===== src/rtl/dbg_match_pkg.sv =====
package dbg_match_pkg;

    localparam int BANK_W  = 8;
    localparam int PC_W    = 16;
    localparam int BYTE_W  = 8;
    localparam int REG_AW  = 3;

    typedef enum logic [2:0] {
        SEL_OFF0    = 3'b000,
        SEL_EQ_A    = 3'b001,
        SEL_EQ_B    = 3'b010,
        SEL_EQ_ANY  = 3'b011,
        SEL_OFF4    = 3'b100,
        SEL_OUTSIDE = 3'b101,
        SEL_OFF6    = 3'b110,
        SEL_OFF7    = 3'b111
    } match_sel_e;

    typedef struct packed {
        logic       en;
        match_sel_e sel;
    } dbg_ctrl_t;

    localparam int CTRL_EN_BIT = 5;

    function automatic logic [BYTE_W-1:0] ctrl_image(dbg_ctrl_t c);
        return {1'b1, 1'b0, c.en, 2'b00, c.sel};
    endfunction

    function automatic logic sel_hit(match_sel_e s, logic eq_a, logic eq_b,
                                     logic below_a, logic above_b);
        case (s)
            SEL_EQ_A:    return eq_a;
            SEL_EQ_B:    return eq_b;
            SEL_EQ_ANY:  return eq_a | eq_b;
            SEL_OUTSIDE: return below_a | above_b;
            default:     return 1'b0;
        endcase
    endfunction

endpackage


===== src/rtl/dbg_match_regs.sv =====
module dbg_match_regs
    import dbg_match_pkg::*;
#(
    parameter int ADDR_W = 24,
    parameter int AW     = 3
) (
    input  logic              clk,
    input  logic              rst,
    input  logic              por,
    input  logic              wr_en,
    input  logic [AW-1:0]     reg_addr,
    input  logic [BYTE_W-1:0] wr_data,
    output logic [BYTE_W-1:0] rd_data,
    output dbg_ctrl_t         ctrl,
    output logic [ADDR_W-1:0] cmp_a,
    output logic [ADDR_W-1:0] cmp_b
);
    localparam int NBYTES = ADDR_W / BYTE_W;
    localparam int NCMP   = 2;

    dbg_ctrl_t         ctrl_q;
    logic [BYTE_W-1:0] cmp_q [NCMP][NBYTES];
    logic              wr_ok;

    assign wr_ok = wr_en && !rst && !por;

    always_ff @(posedge clk) begin
        if (por) begin
            ctrl_q <= '0;
            for (int r = 0; r < NCMP; r++)
                for (int b = 0; b < NBYTES; b++)
                    cmp_q[r][b] <= '0;
        end else if (wr_ok) begin
            if (reg_addr == AW'(0)) begin
                ctrl_q.en  <= wr_data[CTRL_EN_BIT];
                ctrl_q.sel <= match_sel_e'(wr_data[2:0]);
            end
            for (int r = 0; r < NCMP; r++)
                for (int b = 0; b < NBYTES; b++)
                    if (reg_addr == AW'(1 + r * NBYTES + b))
                        cmp_q[r][b] <= wr_data;
        end
    end

    always_comb begin
        rd_data = '0;
        if (reg_addr == AW'(0))
            rd_data = ctrl_image(ctrl_q);
        for (int r = 0; r < NCMP; r++)
            for (int b = 0; b < NBYTES; b++)
                if (reg_addr == AW'(1 + r * NBYTES + b))
                    rd_data = cmp_q[r][b];
    end

    always_comb begin
        for (int b = 0; b < NBYTES; b++) begin
            cmp_a[b*BYTE_W +: BYTE_W] = cmp_q[0][b];
            cmp_b[b*BYTE_W +: BYTE_W] = cmp_q[1][b];
        end
    end

    assign ctrl = ctrl_q;
endmodule


===== src/rtl/dbg_addr_compare.sv =====
module dbg_addr_compare
    import dbg_match_pkg::*;
#(
    parameter int ADDR_W = 24
) (
    input  logic [ADDR_W-1:0] addr,
    input  logic [ADDR_W-1:0] cmp_a,
    input  logic [ADDR_W-1:0] cmp_b,
    input  dbg_ctrl_t         ctrl,
    output logic              hit
);
    logic eq_a, eq_b, below_a, above_b;

    assign eq_a    = (addr == cmp_a);
    assign eq_b    = (addr == cmp_b);
    assign below_a = (addr <  cmp_a);
    assign above_b = (addr >  cmp_b);

    assign hit = ctrl.en & sel_hit(ctrl.sel, eq_a, eq_b, below_a, above_b);
endmodule


===== src/rtl/dbg_match_unit.sv =====
module dbg_match_unit
    import dbg_match_pkg::*;
#(
    parameter int BANK_BITS = BANK_W,
    parameter int PC_BITS   = PC_W,
    parameter int REG_BITS  = REG_AW
) (
    input  logic                 clk,
    input  logic                 rst,
    input  logic                 por,
    input  logic                 wr_en,
    input  logic [REG_BITS-1:0]  reg_addr,
    input  logic [BYTE_W-1:0]    wr_data,
    output logic [BYTE_W-1:0]    rd_data,
    input  logic                 fetch_valid,
    input  logic [BANK_BITS-1:0] fetch_bank,
    input  logic [PC_BITS-1:0]   fetch_pc,
    output logic                 irq_req
);
    localparam int ADDR_W = BANK_BITS + PC_BITS;

    dbg_ctrl_t         ctrl_w;
    logic [ADDR_W-1:0] cmp_a_w, cmp_b_w, fetch_addr;
    logic              hit_w;

    assign fetch_addr = {fetch_bank, fetch_pc};

    dbg_match_regs #(.ADDR_W(ADDR_W), .AW(REG_BITS)) u_regs (
        .clk(clk), .rst(rst), .por(por), .wr_en(wr_en),
        .reg_addr(reg_addr), .wr_data(wr_data), .rd_data(rd_data),
        .ctrl(ctrl_w), .cmp_a(cmp_a_w), .cmp_b(cmp_b_w)
    );

    dbg_addr_compare #(.ADDR_W(ADDR_W)) u_cmp (
        .addr(fetch_addr), .cmp_a(cmp_a_w), .cmp_b(cmp_b_w),
        .ctrl(ctrl_w), .hit(hit_w)
    );

    always_ff @(posedge clk) begin
        if (por || rst) irq_req <= 1'b0;
        else            irq_req <= fetch_valid & hit_w;
    end
endmodule


===== config.mk =====
export PLATFORM = sky130hd
export DESIGN_NAME = dbg_match_unit
export DESIGN_NICKNAME = d
export VERILOG_FILES = /design/src/rtl/dbg_match_pkg.sv /design/src/rtl/dbg_match_regs.sv /design/src/rtl/dbg_addr_compare.sv /design/src/rtl/dbg_match_unit.sv
export SDC_FILE = /design/constraint.sdc
export NUM_CORES = 1
export LEC_CHECK = 0
export BUFFER_PORTS_ARGS = -buffer_cell sky130_fd_sc_hd__buf_2
export CORE_MARGIN = 5
export CORE_UTILIZATION = 60
export CTS_CLUSTER_SIZE = 8
export DETAILED_ROUTE_END_ITERATION = 6
export MAX_ROUTING_LAYER = met4
export PLACE_DENSITY = 0.88
export SYNTH_ARGS = -nofsm -noshare
export SYNTH_HDL_FRONTEND = slang
export SYNTH_SLANG_ARGS = --single-unit

===== constraint.sdc =====
create_clock -name clk -period 4.6 [get_ports clk]
set_clock_uncertainty 0.2 [all_clocks]
set_input_delay 0.69 -clock clk [delete_from_list [all_inputs] [get_ports clk]]
set_output_delay 0.69 -clock clk [all_outputs]
set_load 0.01 [all_outputs]

* Word-level counts from Yosys, hierarchy flattened
Memory sizes are Yosys's and may differ from the RTL's.
Index checks and enable logic that the tools add are counted.
** Cells by class
- Div/mod/pow operators :: 0
- Reductions and logical operators :: 7
- Equal/unequal tests :: 12
- Multiply operators :: 0
- Muxes and demuxes :: 40
- Bitwise gates (word level) :: 10
- Order comparisons :: 2
- Shift operators :: 0
- Add/subtract/negate cells :: 0
** Operators by type and width (number)
- 2-to-1 mux 8 bit :: 13
- == test 24 bit :: 2
- 2-to-1 mux 1 bit :: 26
- greater-than comparator 24 bit :: 1
- less-than comparator 24 bit :: 1
- == test 3 x 2 -> 1 bit (second input constant) :: 4
- == test 3 bit (second input constant) :: 4
- bitwise OR 1 bit :: 8
- == test 3 x 1 -> 1 bit (second input constant) :: 2
- case mux 1 bit (4 select lines) :: 1
- logical NOT 3 bit :: 1
- bitwise AND 1 bit :: 2
- logical AND 1 bit :: 2
- logical NOT 1 bit :: 2
- AND reduction 2 bit :: 1
- logical OR 1 bit :: 1
** Word-level totals
- Input port bits :: 40
- Bits in latches :: 0
- Output and inout bits :: 9
- RAM bits :: 48
- Flip-flop bits (word level) :: 5
- ROM bits :: 0
- Memories kept :: 1
** Memory list
- u_regs.cmp_q :: depth 2, bits a word 24, rd ports 2, clocked after memory_dff 0, wr ports 2, RTL line dbg_match_regs.sv:22 : logic [BYTE_W-1:0] cmp_q [NCMP][NBYTES];

* Logic depth before layout (Yosys ltp)
Gate-level depths: netlist of the first run.
- Word-level depth :: 8
- Mapped depth :: 8

* Cells and area by module
Synthesis of the first run repeated with hierarchy kept, for this count alone.
** Second synthesis, totals
- Cells, all modules :: 355
- Area, all modules :: 3676.0 um^2
** Modules (own cells, without submodules)
- dbg_match_regs :: seq. area each 1521.5 um^2, times used 1, area each 2373.5 um^2, cells each 173
- dbg_addr_compare :: seq. area each 0.0 um^2, times used 1, area each 1270.0 um^2, cells each 180
- dbg_match_unit :: seq. area each 20.0 um^2, times used 1, area each 32.5 um^2, cells each 2

* Least setup slack after synthesis of the first run
OpenSTA, ideal clock, no wires.
- Path type :: input to output
- Start point :: in reg_addr[1]
- End point :: out rd_data[7]
- Arrival time :: 1.701 ns
- Cell stages on the path :: 5
- Path buffers :: 2
- Path slack :: 2.009 ns
- Cells stage by stage :: clkbuf_1 -> buf_2 -> mux2i_1 -> a221oi_1 -> a221o_1
** Between the ends
- Longest elaborated chain between the ends :: 8
** RTL lines
- from (decl) :: RTL line dbg_match_unit.sv:12 : input logic [REG_BITS-1:0] reg_addr,
- logical NOT 3 bit :: RTL line dbg_match_regs.sv:47 : if (reg_addr == AW'(0))
- 2-to-1 mux 8 bit :: RTL line dbg_match_regs.sv:47
- 2-to-1 mux 8 bit (5 in series) :: RTL line dbg_match_regs.sv:51 : if (reg_addr == AW'(1 + r * NBYTES + b))
- 2-to-1 mux 8 bit (*) :: RTL line dbg_match_regs.sv:51
- to (decl) :: RTL line dbg_match_unit.sv:14 : output logic [BYTE_W-1:0] rd_data,
Every way passes the cells marked *; elsewhere a longest branch is shown, timed or not.

* Final worst setup path of the first run
- Start point :: in reg_addr[0]
- End point :: out rd_data[3]
** Between the ends
- Longest elaborated chain between the ends :: 7
** RTL lines (RTL line)
- == test 3 x 1 -> 1 bit :: dbg_match_regs.sv:51
- 2-to-1 mux 8 bit (5 in series) :: dbg_match_regs.sv:51
- 2-to-1 mux 8 bit (*) :: dbg_match_regs.sv:51
Marked as above.

==> results_dict.tcl, run 1 <==
set metrics [dict create \
    cts_buffers 5 \
    relSlewSlack 0.5386 \
    clkSlewWorstSetupHoldPaths_ns 0.10 \
    synth_cells 355 \
    synth_ff_type "edfxtp_1" \
    switching_share 0.2697 \
    clkPwrFrac 0.293 \
    yosysWarnings 0 \
    cts_tree "done" \
    track_usage 0.2464 \
    crit_path_end_kind "output port" \
    synth_seq_cells 53 \
    setup_ws_ns 1.402 \
    power_switching_mw 0.2962 \
    synthesis.nets 443 \
    hold_class "flip-flop to flip-flop" \
    area_growth_syn_to_layout_pct 11.18 \
    finalHoldViolCount 0 \
    synthDistinctLibCells 43 \
    drive_above_1_share 0.1646 \
    async_flop_share 0 \
    p_seq_frac 0.522 \
    yosysTopAreaCell "edfxtp_1" \
    cpLargestDelayFamily "buffers and inverters" \
    drv_cap 0 \
    die-area_mm2 0.007655 \
    rows 28 \
    synth_edf_count 48 \
    crit_fanout 25 \
    outcome "completed" \
    die_w_um 87.50 \
    cp.arrival_ns 2.31 \
    clock_latency_ns 0.30 \
    cp.required_ns 3.71 \
    diodes 0 \
    fin_crit_sh 0.6953 \
    drc_errors 0 \
    dp.cells 468 \
    p_leak_nw 1.870 \
    slowest_delay_ns 0.41 \
    wl_per_cell_um 18.56 \
    detail-route-antenna-nets 0 \
    grt_pass1_wl_mm 13.80 \
    multi_input_area_mm2 0.001824 \
    wirelength_mm 8.834 \
    drt_iter0_markers 321 \
    combPwrFrac 0.185 \
    holdWs_ns 0.3755 \
    drtPass1Iterations 5 \
    die_h_um 87.50 \
    initial_core_util 0.6122 \
    portBuffers 48 \
    fin_cells 476 \
    gp_congestion 0.9484 \
    antenna_found_initial 0 \
    synthesis.area_mm2 0.003603 \
    avgSynthCellArea_um2 10.15 \
    cts_resized 0 \
    drv_slew 0 \
    fp.coreArea_mm2 0.005886 \
    ys_top_cells_by_area "edfxtp_1 40%, ha_1 17%, and2_1 5.9%" \
    pin_count 49 \
    final_nets 488 \
    fmax_mhz 312.7 \
    internal_power_mw 0.8021 \
    cts_num_sinks 53 \
    cp_num_buf_inv 3 \
    path_cells "buf_2 > inv_1 > nor2_1 > a221oi_1 > a21oi_1 > nor2_1 > a21oi_1 > buf_2" \
    grt_max_degree 26 \
    pre_cts_ws_ns 1.475 \
    finalSetupTns_ns 0 \
    startpoint_type "input port" \
    setup_viol 0 \
    grt_setup_unrepaired "false" \
    cellPowerDensity_mw_per_mm2 274.1 \
    grt_pass1_vias 2782 \
    synth_top_area_frac 0.4000 \
    worst_pin_slew_ns 0.6827 \
    cts.path.max_buffers 2 \
    grt_overflow 0 \
    criticalPathCategory "input port to output port" \
    ctsHoldBuffers 0 \
    place_hpwl_mm 7.348 \
    cts_setup_buffers 0 \
    cpMaxStageDelayCell "buf_2" \
    fillCellCount 454 \
    htree_num_levels 2 \
    vias_per_cell 6.044 \
    ir_worst_vdd_mv 0.1633 \
    root_buffer "clkbuf_8" \
    ff_latch_area_mm2 0.001541 \
    layout_min_cycle_time_ns 3.198 \
    synth.yosys.seq_area_share 0.4278 \
    vias 2877 \
]
[power groups by stage]
stage	clock network [mW]	registers [mW]	logic, mW
after CTS	0.329	0.571	0.203
after detailed placement	0	0.583	0.202
after global routing	0.348	0.575	0.230
final	0.322	0.573	0.204
after global placement	0	0.583	0.189
after floorplan	0	0.571	0.133
[synthesized netlist by cell type (3+ instances only)]
master / count
and2_1: 34
ha_1: 48
buf_2: 7
o21ai_0: 18
a211oi_1: 3
nand2_1: 16
a21oi_1: 31
nand4_1: 10
nand3_1: 4
or2_2: 3
clkbuf_1: 4
nor2b_1: 8
dfxtp_1: 5
edfxtp_1: 48
mux4_2: 3
a221oi_1: 4
mux2i_1: 12
nor2_1: 18
inv_1: 50
[metrics by stage]
stage | power (mW) | utilization | area (um2)
global route | 1.152 | 0.6807 | 4006
floorplan | 0.7044 | - | 3603
global placement | 0.7721 | 0.6618 | 3895
CTS | 1.104 | 0.6807 | 4006
detailed placement | 0.7844 | 0.6618 | 3895
finish | 1.098 | 0.6807 | 4006
[layer usage]
layer | track usage | part of all wire | wire, um | vias to the layer above
li1 | - | - | - | 1364
met1 | 0.3143 | 0.42 | 3747 | 1352
met2 | 0.4082 | 0.48 | 4284 | 142
met3 | 0.02176 | 0.065 | 570 | 19
met4 | 0.09205 | 0.026 | 232 | 0
met5 | - | 0 | 0 | -
[worst register-to-register path: cells and delay by family, from the launching register on]
family                   cells  cell delay, ns
AND/OR/NAND/NOR              3            0.91
flip-flops                   1            0.42
AO/OA/AOI/OAI                3            0.30
adder cells (fa/ha/maj)      1            0.29
buffers and inverters        1            0.07
[area by class of cell]
class	count	share of cell area
Multi-Input combinational cell	241	0.4553
Sequential cell	53	0.3848
Timing Repair Buffer	49	0.06184
Inverter	50	0.04685
Tap cell	75	0.02342
Clock buffer	6	0.01811
Clock inverter	2	0.009681
[cell usage in the layout, fill, tap and decap left out, types with 8 or more instances in the layout]
cell type / count
inv_1: 50
ha_1: 48
buf_2: 48
edfxtp_1: 48
and2_1: 34
a21oi_1: 31
nor2_1: 18
o21ai_0: 18
nand2_1: 16
mux2i_1: 12
nand4_1: 10
nor2b_1: 8
[state kept, by name (all words and copies together), names as in the netlist]
register,flops
u_regs.cmp_q,48
irq_req,1
u_regs.ctrl,4
[final timing paths]
kind	endpoint	start	slack [ns]	cells after the start
worst max-delay path	rd_data[3]	reg_addr[0]	1.40	8
worst min-delay path	u_regs.ctrl[3]$_SDFFE_PP0P_	u_regs.ctrl[3]$_SDFFE_PP0P_	0.38	2
worst max register to register	irq_req$_SDFF_PP0_	u_regs.cmp_q[0][7]$_DFFE_PP_	2.30	8
worst min register to register	u_regs.ctrl[3]$_SDFFE_PP0P_	u_regs.ctrl[3]$_SDFFE_PP0P_	0.38	2
[cells by family after synthesis]
group / synth area share
AND/OR/NAND/NOR: 0.1559
buffers and inverters: 0.06597
multiplexers: 0.05208
flip-flops: 0.4278
adder cells (fa/ha/maj): 0.1667
AO/OA/AOI/OAI: 0.1316
Note: power is estimated with default switching activity, not from simulation.
==> run 2, diff against run 1 <==
- CORE_UTILIZATION: 60 -> 53
- PLACE_DENSITY: 0.88 -> 0.82
- clock period: 4.6 -> 2.9 ns (I/O delays scaled with it)
==> results_dict.tcl, run 2 (synthesis gave the netlist of run 1 again) <==
set metrics [dict create \
    outcome "completed" \
    worst_pin_slew_ns 0.5871 \
    initial_core_util 0.5363 \
    wl_per_cell_um 18.14 \
    portBuffers 48 \
    largest_reg_flops 48 \
    grt_max_degree 17 \
    die-area_mm2 0.008548 \
    die_h_um 92.46 \
    r2r-start "u_regs.cmp_q[1][6]$_SDFFCE_PN0P_" \
    fin_cells 485 \
    multi_input_area_mm2 0.001824 \
    detail-route-antenna-nets 0 \
    cpMaxStageDelayCell "nor2_1" \
    setup_viol 0 \
    cts_tree "done" \
    hold_path_depth 3 \
    finalHoldViolCount 0 \
    final_nets 492 \
    fin_crit_sh 0.8837 \
    drt_iter0_markers 315 \
    wirelength_mm 8.797 \
    clkSlewWorstSetupHoldPaths_ns 0.09 \
    finalSetupTns_ns 0 \
    grt_overflow 0 \
    gp_congestion 0.9466 \
    cp.depth 8 \
    track_usage 0.2229 \
    htree_num_levels 2 \
    die_w_um 92.46 \
    drive_above_1_share 0.1728 \
    hp-start "wr_data[0]" \
    relSlewSlack 0.6033 \
    drv_cap 0 \
    ctsHoldBuffers 0 \
    startpoint_type "input port" \
    antenna_found_initial 0 \
    slowest_delay_ns 0.35 \
    cp_num_buf_inv 3 \
    pin_count 49 \
    reg2reg_depth 8 \
    diodes 0 \
    grt_pass1_vias 3000 \
    dp.cells 477 \
    path_cells "buf_2 > inv_1 > nor2_1 > a221oi_1 > a21oi_1 > nor2_1 > a21oi_1 > buf_2" \
    final_common_cell "inv_1" \
    regMostFlops "u_regs.cmp_q" \
    crit_path_end_kind "output port" \
    drc_errors 0 \
    hold_class "input port to flip-flop" \
    cpLargestDelayFamily "buffers and inverters" \
    grt_setup_unrepaired "false" \
    cp.required_ns 2.27 \
    cts.path.max_buffers 2 \
    clock_latency_ns 0.30 \
    mostFrequentLayoutCells "50 x inv_1, 48 x ha_1, 48 x buf_2, 48 x edfxtp_1, 34 x and2_1" \
    vias 2877 \
    worst-r2r-setup-slack_ns 0.64 \
    place_hpwl_mm 7.432 \
    ff_latch_area_mm2 0.001541 \
    rows 30 \
    fp.coreArea_mm2 0.006719 \
    crit_fanout 14 \
    reg2reg_to "irq_req$_SDFF_PP0_" \
    cts_resized 0 \
    cellPowerDensity_mw_per_mm2 404.2 \
    vias_per_cell 5.932 \
    ir_worst_vdd_mv 0.2584 \
    drv_slew 0 \
    cts_buffers 5 \
    root_buffer "clkbuf_8" \
    cp.arrival_ns 1.93 \
    fmax_mhz 390.2 \
    fillCellCount 538 \
    worst_hold_path.endpoint "u_regs.ctrl[0]$_SDFFE_PP0P_" \
    p_leak_nw 1.880 \
    criticalPathCategory "input port to output port" \
    area_growth_syn_to_layout_pct 11.39 \
    cts_num_sinks 53 \
    cts_setup_buffers 0 \
    drtPass1Iterations 5 \
    grt_pass1_wl_mm 14.57 \
    layout_min_cycle_time_ns 2.563 \
]
-- run 2: power by group --
part	leakage, nW	internal, mW	switching, mW
combinational	1.34	0.137	0.189
clock	0.0450	0.168	0.219
sequential	0.499	0.876	0.0335
total	1.88	1.18	0.442
-- run 2: worst max-delay path by stage --
stage	from	endpoint	slack, ns
4_1_cts	reg_addr[0]	rd_data[3]	0.41
5_1_grt	reg_addr[0]	rd_data[3]	0.25
2_1_floorplan	reg_addr[1]	rd_data[7]	0.82
6_report	reg_addr[0]	rd_data[3]	0.34
3_3_place_gp	reg_addr[0]	rd_data[3]	0.44
3_5_place_dp	reg_addr[0]	rd_data[3]	0.43
-- run 2: per-stage QoR --
stage               hold WS (ns)  utilization  setup slack, ns  power (mW)  instance area [um2]
CTS                       0.2358       0.5974           0.4118       1.632                 4014
floorplan                 0.2724            -           0.8193       1.117                 3603
finish                    0.2396       0.5974           0.3372       1.622                 4014
global route              0.2421       0.5974           0.2536       1.713                 4014
detailed placement        0.3646       0.5851           0.4291       1.250                 3931
global placement          0.3562       0.5851           0.4438       1.234                 3931
-- run 2: final cells by class --
cell class / instances / area share
Timing Repair Buffer: 53 / 0.06920
Tap cell: 80 / 0.02494
Multi-Input combinational cell: 241 / 0.4545
Clock inverter: 2 / 0.002494
Sequential cell: 53 / 0.3840
Inverter: 50 / 0.04676
Clock buffer: 6 / 0.01808
-- run 2: worst min-delay path: stages --
cell and delay [ns]:
buf_2 0.12, mux2i_1 0.07, nor2_1 0.07
-- run 2: layer usage --
| layer | wire [um] | part of all wire | GRT usage | vias up |
|---|---|---|---|---|
| li1 | - | - | - | 1377 |
| met1 | 3415 | 0.39 | 0.2773 | 1321 |
| met2 | 4298 | 0.49 | 0.3758 | 157 |
| met3 | 837 | 0.095 | 0.02275 | 22 |
| met4 | 246 | 0.028 | 0.08540 | 0 |
| met5 | 0 | 0 | - | - |
